**config.mk**
```make
export PLATFORM = sky130hd
export DESIGN_NAME = i2c_tenbit_slave
export DESIGN_NICKNAME = d
export VERILOG_FILES = /design/src/rtl/i2c_ts_pkg.sv /design/src/rtl/i2c_line_sense.sv /design/src/rtl/i2c_addr_check.sv /design/src/rtl/i2c_rx_hold.sv /design/src/rtl/i2c_tenbit_slave.sv
export SDC_FILE = /design/constraint.sdc
export NUM_CORES = 1
export LEC_CHECK = 0
export CAP_MARGIN = 10
export CORE_ASPECT_RATIO = 1.4
export CORE_MARGIN = 4
export CORE_UTILIZATION = 55
export CTS_BUF_LIST = sky130_fd_sc_hd__clkbuf_2
export DETAILED_ROUTE_END_ITERATION = 10
export DONT_BUFFER_PORTS = 1
export GPL_TIMING_DRIVEN = 0
export PLACE_DENSITY = 0.7
export SYNTH_ARGS = -nofsm -noshare
export SYNTH_HDL_FRONTEND = slang
export SYNTH_SLANG_ARGS = --single-unit
```
**constraint.sdc**
```tcl
create_clock -name clk -period 3.3 [get_ports clk]
set_input_delay 0.33 -clock clk [delete_from_list [all_inputs] [get_ports clk]]
set_output_delay 0.33 -clock clk [all_outputs]
set_load 0.1 [all_outputs]
```
**src/rtl/i2c_ts_pkg.sv**
```systemverilog
package i2c_ts_pkg;

  typedef enum logic [2:0] {
    PH_IDLE,
    PH_HDR,
    PH_LOW,
    PH_WR,
    PH_RD
  } phase_t;

  localparam logic [4:0] TEN_PREFIX = 5'b11110;
  localparam int unsigned BYTE_W = 8;

endpackage

```
**src/rtl/i2c_line_sense.sv**
```systemverilog
module i2c_line_sense #(
  parameter int STAGES = 2
) (
  input  logic clk,
  input  logic rst_n,
  input  logic scl_raw,
  input  logic sda_raw,
  output logic sda_s,
  output logic scl_rise,
  output logic scl_fall,
  output logic start_det,
  output logic stop_det
);

  logic [STAGES-1:0] scl_pipe, sda_pipe;
  logic scl_s, scl_q, sda_q;

  always_ff @(posedge clk or negedge rst_n) begin
    if (!rst_n) begin
      scl_pipe <= '1;
      sda_pipe <= '1;
      scl_q    <= 1'b1;
      sda_q    <= 1'b1;
    end else begin
      scl_pipe <= {scl_pipe[STAGES-2:0], scl_raw};
      sda_pipe <= {sda_pipe[STAGES-2:0], sda_raw};
      scl_q    <= scl_s;
      sda_q    <= sda_s;
    end
  end

  assign scl_s     = scl_pipe[STAGES-1];
  assign sda_s     = sda_pipe[STAGES-1];
  assign scl_rise  = scl_s & ~scl_q;
  assign scl_fall  = ~scl_s & scl_q;
  // SDA moving while SCL stays high marks a bus condition
  assign start_det = scl_s & scl_q & sda_q & ~sda_s;
  assign stop_det  = scl_s & scl_q & ~sda_q & sda_s;

endmodule

```
**src/rtl/i2c_addr_check.sv**
```systemverilog
module i2c_addr_check
  import i2c_ts_pkg::*;
#(
  parameter int ADDR_W = 10
) (
  input  logic [BYTE_W-1:0] byte_in,
  input  logic [ADDR_W-1:0] own_addr,
  output logic              seven_hit,
  output logic              hdr_hit,
  output logic              low_hit
);

  localparam int HI_W = ADDR_W - BYTE_W;

  assign seven_hit = (byte_in[BYTE_W-1:1] == own_addr[BYTE_W-2:0]);
  assign hdr_hit   = (byte_in[BYTE_W-1:3] == TEN_PREFIX) &&
                     (byte_in[HI_W:1] == own_addr[ADDR_W-1:BYTE_W]);
  assign low_hit   = (byte_in == own_addr[BYTE_W-1:0]);

endmodule

```
**src/rtl/i2c_rx_hold.sv**
```systemverilog
module i2c_rx_hold #(
  parameter int W = 8
) (
  input  logic         clk,
  input  logic         rst_n,
  input  logic         push,
  input  logic [W-1:0] push_data,
  input  logic         pop,
  output logic         valid,
  output logic [W-1:0] data,
  output logic         room
);

  // a pop in the same cycle frees the slot for the incoming byte
  assign room = ~valid | pop;

  always_ff @(posedge clk or negedge rst_n) begin
    if (!rst_n) begin
      valid <= 1'b0;
      data  <= '0;
    end else if (push) begin
      valid <= 1'b1;
      data  <= push_data;
    end else if (valid && pop) begin
      valid <= 1'b0;
    end
  end

endmodule

```
**src/rtl/i2c_tenbit_slave.sv**
```systemverilog
module i2c_tenbit_slave
  import i2c_ts_pkg::*;
#(
  parameter int SYNC_STAGES = 2,
  parameter int ADDR_W      = 10
) (
  input  logic              clk,
  input  logic              rst_n,
  input  logic              scl_i,
  output logic              scl_oe,
  input  logic              sda_i,
  output logic              sda_oe,
  input  logic              cfg_ten_bit,
  input  logic [ADDR_W-1:0] cfg_own_addr,
  input  logic              cfg_stretch_en,
  input  logic              scl_release,
  output logic [7:0]        rx_data,
  output logic              rx_valid,
  input  logic              rx_ready,
  output logic              rx_irq,
  input  logic [7:0]        tx_data,
  input  logic              tx_valid,
  output logic              tx_ready,
  output logic              sts_rw,
  output logic              sts_addr,
  output logic              sts_full,
  output logic              sts_overflow
);

  localparam int SLOT_W = $clog2(BYTE_W + 2);
  localparam logic [SLOT_W-1:0] SLOT_LAST = SLOT_W'(BYTE_W - 1);
  localparam logic [SLOT_W-1:0] SLOT_ACK  = SLOT_W'(BYTE_W);
  localparam logic [SLOT_W-1:0] SLOT_END  = SLOT_W'(BYTE_W + 1);

  logic sda_s, scl_rise, scl_fall, start_det, stop_det;
  logic seven_hit, hdr_hit, low_hit, room, push;
  logic [BYTE_W-1:0] byte_now, load_val;
  logic byte_end;

  phase_t            phase;
  logic [SLOT_W-1:0] slot;
  logic [BYTE_W-1:0] shreg, tx_reg;
  logic ack_q, sda_oe_q, hold_q, ten_seen, rw_q, addr_q, ovf_q, irq_q, tx_full;

  i2c_line_sense #(.STAGES(SYNC_STAGES)) u_sense (
    .clk(clk), .rst_n(rst_n), .scl_raw(scl_i), .sda_raw(sda_i),
    .sda_s(sda_s), .scl_rise(scl_rise), .scl_fall(scl_fall),
    .start_det(start_det), .stop_det(stop_det)
  );

  i2c_addr_check #(.ADDR_W(ADDR_W)) u_match (
    .byte_in(byte_now), .own_addr(cfg_own_addr),
    .seven_hit(seven_hit), .hdr_hit(hdr_hit), .low_hit(low_hit)
  );

  i2c_rx_hold #(.W(BYTE_W)) u_rxbuf (
    .clk(clk), .rst_n(rst_n), .push(push), .push_data(byte_now),
    .pop(rx_ready), .valid(rx_valid), .data(rx_data), .room(room)
  );

  assign byte_now = {shreg[BYTE_W-2:0], sda_s};
  assign byte_end = (phase != PH_IDLE) && !start_det && !stop_det &&
                    scl_rise && (slot == SLOT_LAST);
  assign push     = byte_end && (phase == PH_WR) && room;
  assign load_val = tx_full ? tx_reg : '1;

  always_ff @(posedge clk or negedge rst_n) begin
    if (!rst_n) begin
      phase    <= PH_IDLE;
      slot     <= '0;
      shreg    <= '0;
      ack_q    <= 1'b0;
      sda_oe_q <= 1'b0;
      hold_q   <= 1'b0;
      ten_seen <= 1'b0;
      rw_q     <= 1'b0;
      addr_q   <= 1'b0;
      ovf_q    <= 1'b0;
      irq_q    <= 1'b0;
      tx_reg   <= '0;
      tx_full  <= 1'b0;
    end else begin
      irq_q <= push;
      if (hold_q && scl_release) hold_q <= 1'b0;

      if (stop_det) begin
        phase    <= PH_IDLE;
        ten_seen <= 1'b0;
        sda_oe_q <= 1'b0;
      end else if (start_det) begin
        phase    <= PH_HDR;
        slot     <= '0;
        sda_oe_q <= 1'b0;
        ack_q    <= 1'b0;
        ovf_q    <= 1'b0;
      end else if (phase != PH_IDLE) begin
        if (scl_rise) begin
          if (slot < SLOT_ACK) begin
            shreg <= byte_now;
            slot  <= slot + 1'b1;
          end else if (slot == SLOT_ACK) begin
            slot <= SLOT_END;
            // master NACK on a read byte ends the transfer
            if (phase == PH_RD && sda_s) phase <= PH_IDLE;
          end
          if (byte_end) begin
            ack_q <= 1'b0;
            unique case (phase)
              PH_HDR: begin
                if (!cfg_ten_bit) begin
                  if (seven_hit) begin
                    ack_q  <= 1'b1;
                    rw_q   <= byte_now[0];
                    addr_q <= 1'b1;
                    phase  <= byte_now[0] ? PH_RD : PH_WR;
                  end else begin
                    phase <= PH_IDLE;
                  end
                end else if (hdr_hit && !byte_now[0]) begin
                  ack_q    <= 1'b1;
                  rw_q     <= 1'b0;
                  addr_q   <= 1'b1;
                  ten_seen <= 1'b0;
                  phase    <= PH_LOW;
                end else if (hdr_hit && ten_seen) begin
                  ack_q  <= 1'b1;
                  rw_q   <= 1'b1;
                  addr_q <= 1'b1;
                  phase  <= PH_RD;
                end else begin
                  phase <= PH_IDLE;
                end
              end
              PH_LOW: begin
                if (low_hit) begin
                  ack_q    <= 1'b1;
                  ten_seen <= 1'b1;
                  addr_q   <= 1'b1;
                  phase    <= PH_WR;
                end else begin
                  phase <= PH_IDLE;
                end
              end
              PH_WR: begin
                if (room) begin
                  ack_q  <= 1'b1;
                  addr_q <= 1'b0;
                end else begin
                  ovf_q <= 1'b1;
                end
              end
              PH_RD: addr_q <= 1'b0;
              default: phase <= PH_IDLE;
            endcase
          end
        end else if (scl_fall) begin
          if (slot == SLOT_ACK) begin
            sda_oe_q <= ack_q;
          end else if (slot == SLOT_END) begin
            slot     <= '0;
            sda_oe_q <= 1'b0;
            if (cfg_stretch_en) hold_q <= 1'b1;
            if (phase == PH_RD) begin
              shreg    <= load_val;
              sda_oe_q <= ~load_val[BYTE_W-1];
              tx_full  <= 1'b0;
            end
          end else if (phase == PH_RD) begin
            sda_oe_q <= ~shreg[BYTE_W-1];
          end
        end
      end

      // host write wins over a load in the same cycle
      if (tx_valid && !tx_full) begin
        tx_reg  <= tx_data;
        tx_full <= 1'b1;
      end
    end
  end

  assign scl_oe       = hold_q;
  assign sda_oe       = sda_oe_q;
  assign rx_irq       = irq_q;
  assign tx_ready     = ~tx_full;
  assign sts_rw       = rw_q;
  assign sts_addr     = addr_q;
  assign sts_full     = rx_valid;
  assign sts_overflow = ovf_q;

endmodule

```
Word level (Yosys, flattened, before mapping)
Index checks and enable logic that the tools add are counted.

Flip-flop bits (word level): 47. Input port bits: 27. Output and inout port bits: 17. Word-level logic and storage cells: 216.

$add $sub $neg: 1. Magnitude comparators: 1. Eq/ne operators: 30. Mux-type cells: 94. Bitwise gates (word level): 18. Reduce and logical (&&, ||, !) cells: 53.

Operators with widths (number): two-way mux 1 bit (61); two-way mux 8 bit (7); two-way mux 3 bit (13); two-way mux 4 bit (8); AND reduction 8 bit (4); nonzero test 2 bit (16); nonzero test 3 bit (7); inequality test 3 bit, second input constant (5); logical AND 1 bit (13); inequality test 2 x 1 -> 1 bit, second input constant (6); AND reduction 6 bit (2); NOT 1 bit (10); AND reduction 10 bit (1); one-hot mux 3 bit (3 select lines) (1); equality test 4 bit, second input constant (2); equality test 8 bit (1); inequality test 2 bit, second input constant (4); AND reduction 4 bit (2); bitwise AND 1 bit (7); equality test 7 bit (1); equality test 3 x 2 -> 1 bit, second input constant (2); inequality test 3 x 1 -> 1 bit, second input constant (2); equality test 5 bit, second input constant (1); nonzero test 5 bit (1); 17 further kinds (20).

Longest topological paths before layout
Gate-level depths: netlist (run 1).

Word-level depth: 13. Gate-level depth with buffers: 9. Mapped depth without buffers: 7.

Cells and area by module
A second synthesis (run 1) with hierarchy kept.

Cell total of the unflattened synthesis: 245. Area total of the unflattened synthesis: 2608.8 sq um.

Modules (own cells, without submodules): i2c_tenbit_slave (times used 1, cells an instance 191, area each 1846.8 sq um, seq. area each 800.8 sq um); i2c_rx_hold (times used 1, cells an instance 20, area each 369.1 sq um, seq. area each 225.2 sq um); i2c_addr_check (times used 1, cells an instance 24, area each 202.7 sq um, seq. area each 0.0 sq um); i2c_line_sense (times used 1, cells an instance 10, area each 190.2 sq um, seq. area each 157.7 sq um).

Least setup slack after synthesis (run 1)
Ideal clock, no wire load.

Path type: register -> register. Start: register u_sense.scl_q. End: register phase[2]. Library setup time: 77 ps. Arrival time: 2446 ps. Required time: 3223 ps. Slack: 777 ps. Stages on the path, launching flop included: 9. Buffers on the path: 2. Clock period less this slack: 2523 ps. Cells stage by stage: dfstp_2 ha_1 and3b_1 buf_6 or4_4 buf_6 or3_4 or4_1 o21ai_1.

Word-level cells in the longest chain between the ends: 13. Elaborated cells between the ends (all ways): 21. Classes of those cells: mux: 5; bitwise: 7; reduce/logical: 9.

RTL lines: start, declared (line i2c_line_sense.sv:16) `logic scl_s, scl_q, sda_q;`; start signal, assigned (line i2c_line_sense.sv:27) `scl_q <= scl_s;`; bitwise AND 1 bit (line i2c_line_sense.sv:37, i2c_line_sense.sv:38); bitwise AND 1 bit (2 in a row) (line i2c_line_sense.sv:37) `assign start_det = scl_s & scl_q & sda_q & ~sda_s;`; logical NOT 1 bit (line i2c_tenbit_slave.sv:62) `assign byte_end = (phase != PH_IDLE) && !start_det && !stop_det &&`; logical AND 1 bit (3 in a row) (line i2c_tenbit_slave.sv:62); logical AND 1 bit (line i2c_tenbit_slave.sv:63) `scl_rise && (slot == SLOT_LAST);`; two-way mux 3 bit (line i2c_tenbit_slave.sv:106) `if (byte_end) begin`; two-way mux 3 bit (line i2c_tenbit_slave.sv:97) `if (scl_rise) begin`; two-way mux 3 bit (line i2c_tenbit_slave.sv:96) `end else if (phase != PH_IDLE) begin`; two-way mux 3 bit (line i2c_tenbit_slave.sv:90) `end else if (start_det) begin`; two-way mux 3 bit (line i2c_tenbit_slave.sv:86) `if (stop_det) begin`; end signal, assigned (line i2c_tenbit_slave.sv:115) `phase <= byte_now[0] ? PH_RD : PH_WR;`; end, declared (line i2c_tenbit_slave.sv:40) `phase_t phase;`.

Several ways; a longest one is shown, not always the timed one. The select of a mux whose other input is x is not followed. A chain may end at the register's enable or synchronous reset.

Worst setup path after layout (run 1)
Start: register slot[0]. End: register slot[0].

Word-level cells in the longest chain between the ends: 5. Elaborated cells between the ends (all ways): 12. Classes of those cells: add/sub: 1; order compare: 1; eq/ne: 4; mux: 4; reduce/logical: 2.

RTL lines: start, declared (line i2c_tenbit_slave.sv:41) `logic [SLOT_W-1:0] slot;`; start signal, assigned (line i2c_tenbit_slave.sv:100) `slot <= slot + 1'b1;`; adder 4 x 1 -> 4 bit or < comparator 4 bit (tied branches) (line i2c_tenbit_slave.sv:100, i2c_tenbit_slave.sv:98); two-way mux 4 bit (line i2c_tenbit_slave.sv:98) `if (slot < SLOT_ACK) begin`; two-way mux 4 bit (line i2c_tenbit_slave.sv:97); two-way mux 4 bit (line i2c_tenbit_slave.sv:96); two-way mux 4 bit (line i2c_tenbit_slave.sv:90).

Several ways; a longest one is shown, not always the timed one. The select of a mux whose other input is x is not followed.

==> results.py, run 1 <==
metrics = {
    "layout": {
        "fin_area_um2": 2780,
        "antenna_cells": 0,
        "nets": 298,
        "drive_gt1_frac": 0.132,
        "areaGrowthSynthToFinish_pct": 11.8,
    },
    "logic_synthesis": {
        "ys_seq_area_frac": 0.476,
        "netlist_area_um2": 2490,
        "synth_edf_count": 0,
        "synth_top_family_by_area": "simple AND/OR/NAND/NOR gates",
        "synth_compound_area_frac": 0.142,
        "synth_fa_ha_area_frac": 0.0302,
        "ys_warn_count": 0,
        "synthCells": 243,
        "yosysUniqueCellTypes": 54,
        "synthArstFlopShare": 1.00,
        "synthSimpleGateAreaFrac": 0.170,
        "synth_seq_cells": 47,
        "syn_nets": 276,
        "avgSynthCellArea_um2": 10.2,
        "synth-xor-area-share": 0.0599,
        "synth_ff_type": "dfrtp_1",
        "synthMuxAreaShare": 0.0770,
    },
    "worst_setup_path": {
        "crit_chain": "inv_1 > ha_1 > nand4bb_1 > a2111oi_0 > o21ai_0 > o41ai_1",
        "rr_startpoint": "slot[0]",
        "crit_required_ns": 3.66,
        "worst_ep_arrival_time_ns": 3.19,
        "critPathLaunchType": "flip-flop",
        "critical_path.startpoint": "slot[0]",
        "criticalPathCategory": "flip-flop to flip-flop",
        "slowest_stage": "a2111oi_0",
        "crit_family": "compound AO/OA/AOI/OAI gates",
        "path_buf_inv": 1,
        "slowest_delay_ns": 0.83,
        "end_kind": "flip-flop",
        "cp_max_fo": 6,
    },
    "clock_tree": {
        "cts_sinks": 47,
        "cts_buffer_depth": 2,
        "clockRootBuffer": "clkbuf_2",
        "post-cts-setup-buffer-count": 0,
        "cts_inserted_buffers": 5,
        "cts_tree": "yes",
        "clock_latency_ns": 0.44,
        "htreeDepth": 2,
        "clk_pin_slew_ns": 0.26,
    },
    "die": {
        "fp.coreArea_um2": 4310,
        "die-area_um2": 5670,
        "die_w_um": 64.8,
        "start_util": 0.577,
        "rows": 28,
        "ios": 44,
        "die_h_um": 87.6,
    },
    "drt": {
        "wire_per_inst_um": 16.2,
        "vias": 1856,
        "drt-vias-per-instance": 5.69,
        "drcViolationCount": 0,
        "drtPass1Iterations": 4,
        "drt_iter0_drc": 68,
        "routed_wl_um": 5270,
        "postRouteAntennaNets": 0,
    },
    "placed_design": {
        "gp_congestion": 0.842,
        "dpl_cell_area_um2": 2560,
        "dpl.hpwl_um": 3790,
        "io_buffer_count": 0,
    },
    "sta": {
        "period_needed_ns": 2.82,
        "setup_violations": 0,
        "tns_ns": 0,
        "hold_viol": 0,
        "fin_crit_sh": 0.856,
        "fmax_mhz": 354,
        "drv_slew": 0,
        "skew_ns": 0.0238,
        "slew_headroom": 0.345,
        "worst_slew_pin_slew_ns": 0.974,
        "rsz0062_at_grt": "no",
    },
    "global_route": {
        "antenna_found_initial": 0,
        "grt_pass1_vias": 1858,
        "grt_overflow": 0,
        "gr-usage-all-layers": 0.197,
        "grt_max_degree": 48,
        "grt_first_pass_wirelength_um": 8650,
    },
    "power_and_ir_drop": {
        "seqPwrFrac": 0.584,
        "p_int_mw": 0.837,
        "switching_share": 0.356,
        "vdd_drop_max_mv": 0.376,
        "p_switching_mw": 0.463,
        "pwr-share-clk": 0.195,
        "leakagePower_nw": 1.20,
        "p_comb_frac": 0.221,
        "p_per_area_nw_per_um2": 468,
    },
    "job": {
        "cap_viol_max_count": 0,
    },
    "min_path": {
        "min_path_type": "primary input to flip-flop",
        "min_from": "rx_ready",
    },
    "outcome": {
        "status": "completed",
    },
}
-- layer usage --
layer  wire length (µm)  share of wire  vias to the layer above  GRT usage
met4                 78          0.015                        0     0.0577
li1                   -              -                      925          -
met2               2780           0.53                       44      0.344
met1               2170           0.41                      880      0.244
met5                  0              0                        -          0
met3                235          0.045                        7     0.0436
-- what timing repair did --
action	4_1_cts	5_1_grt
hold buffers	6	9
setup endpoints to repair	0	0
hold endpoints to repair	50	9
resized for setup	0	0
-- synth_stat cells, types with 4 or more instances --
library cell / count / area (µm²)
clkbuf_1: 6 / 22.5
dfrtp_1: 41 / 1030
dfstp_2: 6 / 158
ha_1: 6 / 75.1
inv_1: 12 / 45.0
mux2_1: 8 / 90.1
mux2_2: 9 / 101
nand2_1: 26 / 97.6
nand3_1: 5 / 25.0
nor2_1: 11 / 41.3
nor2b_1: 4 / 25.0
nor3_1: 5 / 25.0
nor4_1: 5 / 31.3
o21ai_0: 20 / 100
o22ai_1: 7 / 43.8
o31ai_1: 4 / 30.0
xnor2_1: 8 / 70.1
xor2_1: 9 / 78.8
-- power by group through the flow --
stage	logic [mW]	registers [mW]	clock network (mW)
after floorplan	0.217	0.741	0
after detailed placement	0.260	0.771	0
after global placement	0.255	0.769	0
after CTS	0.281	0.760	0.262
after global routing	0.327	0.771	0.282
final	0.287	0.758	0.254
-- cell type report --
type                       instances  area, µm²
buffer                            12       66.3
clock buffer                       5       25.0
clock inverter                     3       25.0
fill                             363       1530
inverter                          12       45.0
multi-input combinational        172       1190
sequential                        47       1180
tap                               60       75.1
timing repair buffer              15        168
-- stage by stage --
stage	hold slack [ns]	power (mW)	std cells	worst slack, ns	util
6_report	0.0746	1.30	326	0.476	0.645
4_1_cts	0.0113	1.30	317	0.505	0.624
5_1_grt	0.0725	1.38	326	0.281	0.645
3_3_place_gp	0.0356	1.02	303	0.621	0.594
3_5_place_dp	0.0358	1.03	303	0.557	0.594
2_1_floorplan	0.0344	0.958	243	0.777	-
-- layout by cell type, fill, tap and decap left out, types with 2 or more instances in the layout --
cell type	instances
and3b_1	2
xor2_1	9
xnor2_1	8
nor2_1	11
o32a_1	2
mux2_2	9
ha_1	6
a21oi_1	2
mux2_1	8
dfstp_2	6
a31oi_1	2
nor2b_1	4
clkbuf_1	6
nor4_1	5
o2111ai_1	2
nand2_1	26
nand3_1	5
o31ai_1	4
clkbuf_2	6
o22ai_1	7
nand3b_1	3
dfrtp_1	41
nand4_1	2
dlygate4sd3_1	14
a32oi_1	2
a22oi_1	2
nor3b_1	3
buf_6	2
nor3_1	5
clkinv_4	2
nand2b_1	3
o21ai_0	20
inv_1	12
-- final timing paths --
| kind | to | slack (ns) | cells past startpoint |
|---|---|---|---|
| min reg2reg | u_sense.sda_pipe[1] | 0.38 | 0 |
| min in group asynchronous | slot[2] | 0.34 | 2 |
| max | slot[0] | 0.48 | 6 |
| min | u_rxbuf.valid | 0.07 | 2 |
| max reg2reg | slot[0] | 0.48 | 6 |
| max in group asynchronous | u_sense.sda_pipe[0] | 2.69 | 2 |
-- cell families after synthesis --
| kind of cell | Yosys count |
|---|---|
| simple gates | 79 |
| flops | 47 |
| fa+ha+maj | 6 |
| buf+inv | 24 |
| xor+xnor | 17 |
| compound gates | 53 |
| mux | 17 |
(Power assumes the default switching activity.)
==> inputs of run 2 (changes only) <==
--- a/config.mk
+++ b/config.mk
@@ -6,7 +6,7 @@
 export NUM_CORES = 1
 export LEC_CHECK = 0
 export CAP_MARGIN = 10
-export CORE_ASPECT_RATIO = 1.4
+export CORE_ASPECT_RATIO = 0.9
 export CORE_MARGIN = 4
 export CORE_UTILIZATION = 55
 export CTS_BUF_LIST = sky130_fd_sc_hd__clkbuf_2
==> run 2 against run 1 <==
  * Utilization up 0.48 points
  * Clock power down 3%
  * Combinational power down 3%
  * Highest routed layer unchanged
==> results.py, run 2 (synthesis results as in run 1) <==
metrics = {
    "sta": {
        "setup_violations": 0,
        "skew_ns": 0.0380,
        "fmax_mhz": 369,
        "tns_ns": 0,
        "rsz0062_at_grt": "no",
        "slew_headroom": 0.351,
        "fin_crit_sh": 0.822,
        "period_needed_ns": 2.71,
        "hold_viol": 0,
        "worst_slew_pin_slew_ns": 0.965,
        "drv_slew": 0,
    },
    "worst_setup_path": {
        "critPathLaunchType": "flip-flop",
        "slowest_delay_ns": 0.55,
        "crit_family": "simple AND/OR/NAND/NOR gates",
        "criticalPathCategory": "flip-flop to flip-flop",
        "slowest_stage": "or4_4",
        "end_kind": "flip-flop",
        "worst_ep_arrival_time_ns": 3.04,
        "cp_max_fo": 9,
        "crit_required_ns": 3.62,
        "path_buf_inv": 1,
        "crit_chain": "ha_1 > and3b_1 > or4_4 > buf_6 > or2_1 > nor2_2 > mux2_1",
    },
    "layout": {
        "final_common_cell": "dfrtp_1",
        "nets": 294,
        "drive_gt1_frac": 0.134,
        "fin_area_um2": 2740,
        "layout_common_cells": "dfrtp_1 (41), nand2_1 (26), o21ai_0 (20)",
        "fill_cells": 346,
        "areaGrowthSynthToFinish_pct": 10.1,
        "antenna_cells": 0,
    },
    "clock_tree": {
        "cts_sinks": 47,
        "cts_resized": 0,
        "clk_pin_slew_ns": 0.26,
        "clock_latency_ns": 0.42,
        "cts_tree": "yes",
        "htreeDepth": 2,
        "clockRootBuffer": "clkbuf_2",
        "cts_buffer_depth": 2,
        "cts_inserted_buffers": 5,
    },
    "global_route": {
        "antenna_found_initial": 0,
        "gr-usage-all-layers": 0.190,
        "grt_pass1_vias": 1809,
        "grt_max_degree": 48,
        "grt_first_pass_wirelength_um": 8600,
        "grt_overflow": 0,
    },
    "drt": {
        "routed_wl_um": 5040,
        "drtPass1Iterations": 4,
        "postRouteAntennaNets": 0,
        "drt-vias-per-instance": 5.71,
        "vias": 1839,
        "wire_per_inst_um": 15.7,
        "drcViolationCount": 0,
        "drt_iter0_drc": 121,
    },
    "power_and_ir_drop": {
        "p_per_area_nw_per_um2": 469,
        "vdd_drop_max_mv": 0.347,
        "leakagePower_nw": 1.19,
    },
    "placed_design": {
        "dpl_cell_area_um2": 2560,
        "io_buffer_count": 0,
        "gp_congestion": 0.811,
        "dpl.hpwl_um": 3740,
    },
    "die": {
        "die_h_um": 71.8,
        "ios": 44,
        "die_w_um": 78.9,
        "start_util": 0.590,
        "fp.coreArea_um2": 4210,
        "rows": 22,
        "die-area_um2": 5660,
    },
    "outcome": {
        "status": "completed",
    },
    "job": {
        "cap_viol_max_count": 0,
    },
    "min_path": {
        "min_path_type": "primary input to flip-flop",
    },
}
-- run 2: layout make-up --
class / count / area (µm²) / area share
Clock buffer: 5 / 25.0 / 0.00914
Buffer: 12 / 66.3 / 0.0242
Inverter: 12 / 45.0 / 0.0165
Timing Repair Buffer: 11 / 128 / 0.0466
Tap cell: 60 / 75.1 / 0.0274
Clock inverter: 3 / 22.5 / 0.00823
Sequential cell: 47 / 1180 / 0.433
Multi-Input combinational cell: 172 / 1190 / 0.435
-- run 2: worst reg2reg max path: stages, from the launching register on --
cell     delay [ns]
dfstp_2        0.44
ha_1           0.23
and3b_1        0.28
or4_4          0.55
buf_6          0.14
or2_1          0.24
nor2_2         0.38
mux2_1         0.37
-- run 2: report_power, final --
group	switching [mW]	internal, mW
logic	0.147	0.131
registers	0.111	0.647
clock network	0.191	0.0558
-- run 2: per-stage QoR --
step / std cells / utilization / power (mW) / hold slack, ns / setup slack, ns
5_1_grt: 322 / 0.650 / 1.37 / -0.00663 / 0.296
4_1_cts: 317 / 0.638 / 1.29 / 0.00436 / 0.569
6_report: 322 / 0.650 / 1.28 / 0.0365 / 0.589
2_1_floorplan: 243 / - / 0.958 / 0.0344 / 0.777
3_5_place_dp: 303 / 0.608 / 1.03 / 0.0363 / 0.612
3_3_place_gp: 303 / 0.608 / 1.02 / 0.0359 / 0.638
-- run 2: metal layers --
metal,global-route usage,vias up,wire [µm]
li1,-,908,-
met2,0.283,58,2180
met3,0.0628,5,381
met4,0.0420,0,37
met1,0.272,868,2440
met5,0,-,0
-- run 2: final timing paths --
path / slack (ns) / end / startpoint / depth (start not counted)
setup / recovery: 0.59 / u_rxbuf.data[7] / u_sense.scl_q / 7
hold / removal: 0.04 / tx_reg[2] / tx_data[2] / 1
setup reg to reg: 0.59 / u_rxbuf.data[7] / u_sense.scl_q / 7
hold reg to reg: 0.38 / u_sense.sda_pipe[1] / u_sense.sda_pipe[0] / 0
max in group asynchronous: 2.65 / u_sense.sda_pipe[1] / rst_n / 2
min in group asynchronous: 0.38 / shreg[6] / rst_n / 2
-- run 2: repair_timing --
item	in CTS	in global routing
hold endpoints to repair	50	5
hold buffers	6	5
setup buffers	0	0
==> inputs of run 3 (changes only) <==
--- a/config.mk
+++ b/config.mk
@@ -13,7 +13,7 @@
 export DETAILED_ROUTE_END_ITERATION = 10
 export DONT_BUFFER_PORTS = 1
 export GPL_TIMING_DRIVEN = 0
-export PLACE_DENSITY = 0.7
+export PLACE_DENSITY = 0.73
 export SYNTH_ARGS = -nofsm -noshare
 export SYNTH_HDL_FRONTEND = slang
 export SYNTH_SLANG_ARGS = --single-unit
==> constraint.sdc (replaced) <==
create_clock -name clk -period 2.3 [get_ports clk]
set_input_delay 0.23 -clock clk [delete_from_list [all_inputs] [get_ports clk]]
set_output_delay 0.23 -clock clk [all_outputs]
set_load 0.1 [all_outputs]
==> run 3 against run 2 <==
  * Utilization up 6.0 points
  * Critical path depth is 1 lower
  * Via count grew 8.5%
  * Critical path type unchanged
  * Sequential share of layout area shrank 3.7 points
  * Die area stayed put
  * The run now ends with setup timing left
  * Register-to-register slack worse by 0.63 ns
  * Largest power group unchanged
  * First-iteration DRC count increased by 58%
  * Worst hold slack better by 0.0059 ns
==> results.py, run 3 (synthesis results as in run 1) <==
metrics = {
    "outcome": {
        "status": "finished with violations",
        "violations": "setup timing",
    },
    "layout": {
        "fill_cells": 332,
        "seq_area_um2": 1180,
        "antenna_cells": 0,
        "layout_common_cells": "dfrtp_1 (41), nand2_1 (26), o21ai_0 (18)",
        "final_common_cell": "dfrtp_1",
        "multi_input_area_um2": 1310,
        "areaGrowthSynthToFinish_pct": 20.3,
        "nets": 309,
        "drive_gt1_frac": 0.224,
        "finalNonFillerCells": 337,
    },
    "drt": {
        "drt_iter0_drc": 191,
        "postRouteAntennaNets": 0,
        "drt-vias-per-instance": 5.92,
        "drcViolationCount": 0,
        "drtPass1Iterations": 4,
        "routed_wl_um": 5790,
        "vias": 1996,
        "wire_per_inst_um": 17.2,
    },
    "sta": {
        "hold_viol": 0,
        "period_needed_ns": 2.34,
        "fin_ws_ns": -0.0418,
        "drv_slew": 0,
        "rsz0062_at_grt": "yes",
        "setup_violations": 7,
        "slew_headroom": 0.375,
        "skew_ns": 0.0367,
        "fmax_mhz": 427,
        "fin_crit_sh": 1.02,
        "worst_slew_pin_slew_ns": 0.938,
    },
    "worst_setup_path": {
        "worst_ep_arrival_time_ns": 2.72,
        "crit_required_ns": 2.67,
        "cp_max_fo": 4,
        "worstRegToRegCells": 6,
        "rr_startpoint": "u_sense.scl_pipe[1]",
        "reg2reg_to": "phase[2]",
        "criticalPathCategory": "flip-flop to flip-flop",
        "end_kind": "flip-flop",
        "critPathLaunchType": "flip-flop",
        "ff2ff_setup_slack_ns": -0.04,
    },
    "min_path": {
        "hold_depth": 2,
        "min_path_type": "primary input to flip-flop",
        "worstHoldEndpoint": "phase[2]",
        "min_from": "cfg_ten_bit",
    },
    "placed_design": {
        "dpl.hpwl_um": 3880,
        "gp_congestion": 0.867,
        "io_buffer_count": 0,
        "dpl.cell_count": 303,
        "pre_cts_slack_ns": -0.434,
    },
    "global_route": {
        "grt_max_degree": 48,
        "grt_overflow": 0,
        "grt_first_pass_wirelength_um": 9330,
        "gr-usage-all-layers": 0.208,
        "grt_pass1_vias": 1951,
        "antenna_found_initial": 0,
    },
    "clock_tree": {
        "cts_buffer_depth": 2,
        "htreeDepth": 2,
        "cts_sinks": 47,
        "clockRootBuffer": "clkbuf_2",
        "cts_inserted_buffers": 5,
        "cts_tree": "yes",
        "clock_latency_ns": 0.41,
        "clk_pin_slew_ns": 0.25,
    },
    "die": {
        "die-area_um2": 5660,
        "rows": 22,
        "die_h_um": 71.8,
        "die_w_um": 78.9,
        "start_util": 0.590,
        "ios": 44,
        "fp.coreArea_um2": 4210,
    },
    "job": {
        "cap_viol_max_count": 0,
    },
    "power_and_ir_drop": {
        "leakagePower_nw": 1.27,
        "vdd_drop_max_mv": 0.442,
        "p_per_area_nw_per_um2": 667,
    },
}
-- run 3: final cells by class --
class / count / share of cell area
Clock inverter: 3 / 0.0146
Tap cell: 60 / 0.0251
Timing Repair Buffer: 27 / 0.0870
Multi-Input combinational cell: 173 / 0.439
Sequential cell: 47 / 0.396
Inverter: 12 / 0.0151
Clock buffer: 5 / 0.00837
Buffer: 10 / 0.0146
-- run 3: power by group --
part           switching (mW)  leakage, nW  internal [mW]
sequential              0.166        0.604          0.928
combinational           0.239        0.627          0.210
clock                   0.267       0.0429          0.185
-- run 3: timing repair --
action | CTS | global route
gates cloned | 1 | 0
endpoints found under the hold margin | 60 | 0
buffers inserted | 9 | 2
pin swaps | 9 | 5
resized for setup | 9 | 10
endpoints found under the setup margin | 17 | 28
hold buffers | 16 | 0
-- run 3: worst max-delay path, cell delays in order (launching register included) --
cell     delay (ns)
dfstp_2        0.47
ha_4           0.17
and3b_2        0.22
or4_4          0.56
or3_4          0.37
or4_1          0.41
o21ai_1        0.12
-- run 3: worst max path at each step --
stage	end	startpoint	slack (ns)
finish	phase[2]	u_sense.scl_pipe[1]	-0.04
global route	phase[2]	u_sense.scl_pipe[1]	-0.16
CTS	ack_q	u_sense.scl_pipe[1]	-0.13
detailed placement	slot[0]	slot[0]	-0.43
global placement	slot[0]	slot[0]	-0.29
floorplan	phase[2]	u_sense.scl_pipe[1]	-0.05
-- run 3: through the flow --
stage                     hold slack (ns)  TNS, ns  power, mW   util  instance area [µm²]
after floorplan                   -0.0656   -0.409       1.38      -                 2520
after detailed placement          -0.0641    -3.39       1.48  0.616                 2590
after CTS                          0.0268   -0.608       1.98  0.695                 2930
final                              0.0424   -0.163       1.99  0.710                 2990
after global placement            -0.0641    -2.55       1.46  0.616                 2590
after global routing               0.0378    -1.06       2.11  0.710                 2990
-- run 3: per-layer routing --
metal / global-route usage / share of wire / vias to the layer above
li1: - / - / 952
met1: 0.275 / 0.45 / 981
met2: 0.344 / 0.49 / 54
met3: 0.0565 / 0.054 / 9
met4: 0.0496 / 0.010 / 0
met5: 0 / 0 / -
